File: src/rtl/tprot_pkg.sv
package tprot_pkg;
  typedef enum logic [1:0] {
    STRAT_AVG = 2'b00,
    STRAT_MAX = 2'b01,
    STRAT_SEL = 2'b10,
    STRAT_RSV = 2'b11
  } strat_e;

  localparam int unsigned CTRL_STRAT_LSB = 16;
  localparam int unsigned CTRL_SEL_LSB   = 18;
  localparam int unsigned STAT_EVT_LSB   = 29;
endpackage

File: src/rtl/tprot_combiner.sv
module tprot_combiner
  import tprot_pkg::*;
#(
  parameter int unsigned TW     = 15,
  parameter int unsigned N_SENS = 4,
  localparam int unsigned LOG_N = $clog2(N_SENS),
  localparam int unsigned SEL_W = (LOG_N > 0) ? LOG_N : 1
) (
  input  logic                 clk_i,
  input  logic                 rst_ni,
  input  logic [N_SENS*TW-1:0] temp_i,
  input  strat_e               strat_i,
  input  logic [SEL_W-1:0]     sel_i,
  output logic [TW-1:0]        ptemp_o,
  output logic                 en_o
);
  localparam int unsigned SUM_W = TW + LOG_N;

  logic [TW-1:0]    t_arr [N_SENS];
  logic [SUM_W-1:0] psum  [N_SENS];
  logic [TW-1:0]    pmax  [N_SENS];
  logic [TW-1:0]    avg_t;

  for (genvar g = 0; g < N_SENS; g++) begin : g_chain
    assign t_arr[g] = temp_i[g*TW +: TW];
    if (g == 0) begin : g_first
      assign psum[g] = SUM_W'(t_arr[g]);
      assign pmax[g] = t_arr[g];
    end else begin : g_next
      assign psum[g] = psum[g-1] + SUM_W'(t_arr[g]);
      assign pmax[g] = (t_arr[g] > pmax[g-1]) ? t_arr[g] : pmax[g-1];
    end
  end

  // sum of N_SENS codes, divided by a power of two
  assign avg_t = psum[N_SENS-1][SUM_W-1 -: TW];

  always_comb begin
    en_o = 1'b1;
    unique case (strat_i)
      STRAT_AVG: ptemp_o = avg_t;
      STRAT_MAX: ptemp_o = pmax[N_SENS-1];
      STRAT_SEL: ptemp_o = t_arr[sel_i];
      default: begin
        ptemp_o = '0;
        en_o    = 1'b0;
      end
    endcase
  end

  for (genvar g = 0; g < N_SENS; g++) begin : g_chk
    assert_max_bound_R2: assert property (@(posedge clk_i) disable iff (!rst_ni)
      (strat_i == STRAT_MAX) |-> (ptemp_o >= t_arr[g]));
  end

  assert_avg_bound_R1: assert property (@(posedge clk_i) disable iff (!rst_ni)
    (strat_i == STRAT_AVG) |-> (ptemp_o <= pmax[N_SENS-1]));

  assert_rsv_off_R4: assert property (@(posedge clk_i) disable iff (!rst_ni)
    (strat_i == STRAT_RSV) |-> !en_o);
endmodule

File: src/rtl/tprot_stage.sv
module tprot_stage #(
  parameter int unsigned TW = 15
) (
  input  logic          clk_i,
  input  logic          rst_ni,
  input  logic          vld_i,
  input  logic          en_i,
  input  logic [TW-1:0] ptemp_i,
  input  logic [TW-1:0] thr_i,
  output logic          lvl_o,
  output logic          evt_o
);
  logic hit;

  assign hit = en_i && (thr_i != '0) && (ptemp_i >= thr_i);

  always_ff @(posedge clk_i or negedge rst_ni) begin
    if (!rst_ni) begin
      lvl_o <= 1'b0;
      evt_o <= 1'b0;
    end else begin
      evt_o <= vld_i && hit && !lvl_o;
      if (vld_i) lvl_o <= hit;
    end
  end

  assert_evt_on_rise_R7: assert property (@(posedge clk_i) disable iff (!rst_ni)
    evt_o |-> (lvl_o && !$past(lvl_o)));

  assert_hold_idle_R8: assert property (@(posedge clk_i) disable iff (!rst_ni)
    !vld_i |=> ($stable(lvl_o) && !evt_o));

  assert_zero_thr_R6: assert property (@(posedge clk_i) disable iff (!rst_ni)
    (vld_i && thr_i == '0) |=> !lvl_o);

  assert_inclusive_R5: assert property (@(posedge clk_i) disable iff (!rst_ni)
    (vld_i && en_i && thr_i != '0 && ptemp_i == thr_i) |=> lvl_o);
endmodule

File: src/rtl/tprot_top.sv
module tprot_top
  import tprot_pkg::*;
#(
  parameter int unsigned TW      = 15,
  parameter int unsigned N_SENS  = 4,
  parameter int unsigned N_STAGE = 3,
  parameter int unsigned CTRL_W  = 32,
  parameter int unsigned STAT_W  = 32,
  localparam int unsigned LOG_N  = $clog2(N_SENS),
  localparam int unsigned SEL_W  = (LOG_N > 0) ? LOG_N : 1
) (
  input  logic                  clk_i,
  input  logic                  rst_ni,
  input  logic                  sample_vld_i,
  input  logic [N_SENS*TW-1:0]  temp_i,
  input  logic [CTRL_W-1:0]     ctrl_i,
  input  logic [N_STAGE*TW-1:0] thr_i,
  output logic [N_STAGE-1:0]    stage_evt_o,
  output logic [N_STAGE-1:0]    stage_lvl_o,
  output logic [STAT_W-1:0]     irq_stat_o
);
  strat_e           strat;
  logic [SEL_W-1:0] sel;
  logic [TW-1:0]    ptemp;
  logic             en;

  assign strat = strat_e'(ctrl_i[CTRL_STRAT_LSB +: 2]);
  assign sel   = ctrl_i[CTRL_SEL_LSB +: SEL_W];

  tprot_combiner #(.TW(TW), .N_SENS(N_SENS)) u_comb (
    .clk_i   (clk_i),
    .rst_ni  (rst_ni),
    .temp_i  (temp_i),
    .strat_i (strat),
    .sel_i   (sel),
    .ptemp_o (ptemp),
    .en_o    (en)
  );

  for (genvar s = 0; s < N_STAGE; s++) begin : g_stage
    tprot_stage #(.TW(TW)) u_stage (
      .clk_i   (clk_i),
      .rst_ni  (rst_ni),
      .vld_i   (sample_vld_i),
      .en_i    (en),
      .ptemp_i (ptemp),
      .thr_i   (thr_i[s*TW +: TW]),
      .lvl_o   (stage_lvl_o[s]),
      .evt_o   (stage_evt_o[s])
    );
  end

  assign irq_stat_o = STAT_W'(stage_evt_o) << STAT_EVT_LSB;

  assert_rsv_clear_R4: assert property (@(posedge clk_i) disable iff (!rst_ni)
    (sample_vld_i && strat == STRAT_RSV) |=> (stage_lvl_o == '0));

  assert_stat_quiet_R9: assert property (@(posedge clk_i) disable iff (!rst_ni)
    (stage_evt_o == '0) |-> (irq_stat_o == '0));
endmodule

File: config.mk
export PLATFORM = sky130hd
export DESIGN_NAME = tprot_top
export DESIGN_NICKNAME = d
export VERILOG_FILES = /design/src/rtl/tprot_pkg.sv /design/src/rtl/tprot_combiner.sv /design/src/rtl/tprot_stage.sv /design/src/rtl/tprot_top.sv
export SDC_FILE = /design/constraint.sdc
export NUM_CORES = 1
export LEC_CHECK = 0
export BUFFER_PORTS_ARGS = -buffer_cell sky130_fd_sc_hd__buf_2
export CAP_MARGIN = 10
export CORE_AREA = 2 2 107 109
export DETAILED_ROUTE_END_ITERATION = 10
export DIE_AREA = 0 0 109 111
export GPL_TIMING_DRIVEN = 0
export PLACE_DENSITY = 0.79
export RECOVER_POWER = 100
export SLEW_MARGIN = 25
export SYNTH_ARGS = -nofsm -noshare
export SYNTH_HDL_FRONTEND = slang
export SYNTH_HIERARCHICAL = 1
export SYNTH_SLANG_ARGS = --single-unit
File: constraint.sdc
create_clock -name clk_i -period 0.8 [get_ports clk_i]
set_input_delay 0.08 -clock clk_i [delete_from_list [all_inputs] [get_ports clk_i]]
set_output_delay 0.08 -clock clk_i [all_outputs]
set_load 0.01 [all_outputs]
==> flow_summary.json <==
{
  "multi_input_area_um2": 5243,
  "start_kind": "input port",
  "die_y_um": 111,
  "clock_skew_ns": 0.002166,
  "yosys_warnings": 6,
  "grt_usage_pct": 27.01,
  "synth_edf_count": 0,
  "irDropWorstVdd_v": 0.001007,
  "hold_viol_final": 0,
  "ys_ff_latch": 6,
  "nFillCells": 785,
  "violations": "negative setup slack",
  "synth_ff_type": "dfrtp_1",
  "layout_commonest_cell": "buf_2",
  "grt_pass1_vias": 5357,
  "cts_sinks": 6,
  "synthesis.instances": 606,
  "worst_path_largest_cell_delay_ns": 0.35,
  "max_freq_mhz": 156.5,
  "netlist-cell-type-count": 59,
  "slew_headroom_pct": 49.85,
  "slew_violations": 0,
  "wl_um": 18390,
  "drt_drc_violations_left": 0,
  "avgSynthCellArea_um2": 8.478,
  "wire_per_inst_um": 19.31,
  "min_from": "sample_vld_i",
  "finalWorstSetupSlack_ns": -5.588,
  "hp-class": "in2reg",
  "synth_area_um2": 5137,
  "dr.pass1.iters": 6,
  "synth_top_area_share_pct": 25.33,
  "vias": 5755,
  "cpMostUsedCell": "ha_4",
  "critPathCaptureType": "register",
  "die-area_um2": 12100,
  "clockRootBuffer": "clkbuf_16",
  "cts_buffer_depth": 2,
  "grt_pass1_wl_um": 26000,
  "drtAntennaViolNets": 0,
  "worstPathRequired_ns": 0.90,
  "leakage_nw": 3.597,
  "hpwl_um": 12770,
  "finalCriticalPeriod_ns": 6.388,
  "status": "finished with violations",
  "fin_crit_sh_pct": 798.5,
  "tns_ns": -33.91,
  "antenna_found_initial": 2,
  "synthTopCellsByArea": "ha_1 25%, fa_1 12%, mux4_2 6.1%, inv_1 5.0%, a21oi_1 4.8%",
  "vias_per_cell": 6.045,
  "insertion_delay_ns": 0.23,
  "io_pins": 178,
  "reg2reg_depth": 2,
  "areaGrowthSynthToFinish_pct": 47.61,
  "arrival_ns": 6.49,
  "h-tree-depth": 1,
  "crit_type": "in2reg",
  "tritoncts": "built",
  "yosys.area.top_type": "ha_1",
  "setup_violations": 15,
  "drive_above_1_share_pct": 42.75,
  "seq_area_frac_synth_pct": 2.923,
  "maxCapViolCount": 0,
  "fin_area_um2": 7584,
  "clkTransAtPathRegs_ns": 0.03,
  "row_count": 39,
  "reg2reg_from": "g_stage[1].u_stage/lvl_o$_DFFE_PN0P_",
  "fin_util_pct": 68.46,
  "final_cell_mix": "93 x buf_2, 78 x ha_1, 73 x buf_4",
  "core_um2": 11080,
  "cts-buffers-inserted": 3,
  "seqCellArea_um2": 150.1,
  "p_per_area_nw_per_um2": 1529,
  "portBuffers": 118,
  "gp_congestion": 0.8955,
  "rsz0062_at_grt": "yes",
  "crit_path_start": "temp_i[19]",
  "critPathMaxFanout": 8,
  "fin_nets": 1083,
  "initial_core_util_pct": 46.38,
  "crit_path_top_delay_cell": "o31a_1",
  "grt.overflow.total": 0,
  "place_area_um2": 6145,
  "grt_max_degree": 11,
  "die_x_um": 109,
  "hold-path-cell-count": 2,
  "initialDrtViolationCount": 586,
  "worst_slew_pin_slew_ns": 0.7522,
  "synth-async-reset-ratio_pct": 100.0
}
critical path, delay by kind of cell:
family / cells / cell delay (ns)
adders and majority gates: 4 / 1.07
muxes: 1 / 0.27
AOI/OAI and AO/OA: 14 / 2.97
and+or+nand+nor: 5 / 0.86
buffers and inverters: 8 / 1.21
area by class of cell:
| cell class | count | share of cell area [%] |
|---|---|---|
| inverters | 68 | 3.663 |
| multi-input cells | 514 | 69.13 |
| plain buffers | 46 | 5.065 |
| well taps | 143 | 2.359 |
| diodes | 2 | 0.06600 |
| repair buffers | 170 | 16.75 |
| flip-flops and latches | 6 | 1.980 |
| clock buffers | 3 | 0.9899 |
sequential cells by signal (all words and copies together) (netlist names):
register / cells
g_stage.u_stage/lvl_o: 3
g_stage.u_stage/evt_o: 3
report_power, final:
part | switching, mW | internal (mW) | leakage (nW) | total [mW]
combinational | 5.44 | 4.92 | 3.48 | 10.4
sequential | 0.0579 | 0.376 | 0.0802 | 0.434
clock | 0.165 | 0.641 | 0.0370 | 0.806
cells in the mapped netlist (all sizes together), types with 14 or more instances:
library cell,n
a21o,20
nand4,16
nor3,15
o21ai,27
ha,104
nand3,15
buf,37
nand2,28
nor2,41
mux2i,17
mux4,14
a211oi,15
fa,30
a21oi,49
inv,68
logic make-up (layout without fill, tap and decap cells):
family / after synthesis / count (layout) / share of synthesized area, %
buffers and inverters: 114 / 287 / 10.89
muxes: 33 / 33 / 9.888
and+or+nand+nor: 148 / 148 / 15.03
adders and majority gates: 134 / 134 / 37.02
DFF: 6 / 6 / 2.922
AOI/OAI and AO/OA: 160 / 160 / 22.48
other: 1 / 31 / 0.07299
xor gates and xnor gates: 10 / 10 / 1.705
routing by layer:
metal | share of wire (%) | global-route usage (%) | vias to the layer above
met4 | 4.5 | 8.462 | 0
li1 | - | - | 2607
met2 | 50 | 47.16 | 391
met1 | 37 | 34.24 | 2677
met5 | 0 | 0 | -
met3 | 8.4 | 3.175 | 80
timing repair:
action                     4_1_cts  5_1_grt
gates cloned                     5        0
hold buffers                     1        0
pin swaps                       49       29
hold endpoints to repair         6        0
setup buffers                   28       19
setup endpoints to repair       15       15
gates resized for setup         97      102
path summary, 6_finish.rpt:
check,to,slack [ns]
worst max-delay path,g_stage[0].u_stage/lvl_o$_DFFE_PN0P_,-5.59
worst min-delay path,g_stage[0].u_stage/lvl_o$_DFFE_PN0P_,0.14
worst max register to register,g_stage[1].u_stage/evt_o$_DFF_PN0_,-0.04
worst min register to register,g_stage[2].u_stage/evt_o$_DFF_PN0_,0.48
max in group asynchronous,g_stage[2].u_stage/evt_o$_DFF_PN0_,0.22
min in group asynchronous,g_stage[2].u_stage/lvl_o$_DFFE_PN0P_,0.32
metrics by stage:
stage	hold WS, ns	power, mW	setup WS (ns)	instances
final	0.1441	11.60	-5.588	952
after global routing	0.1489	12.47	-5.824	952
after CTS	0.1279	10.25	-5.232	931
after detailed placement	-0.09055	8.167	-6.421	895
after global placement	-0.09184	8.005	-6.424	895
after floorplan	-0.2156	6.228	-5.117	634
Power figures use the tool's default switching activity.
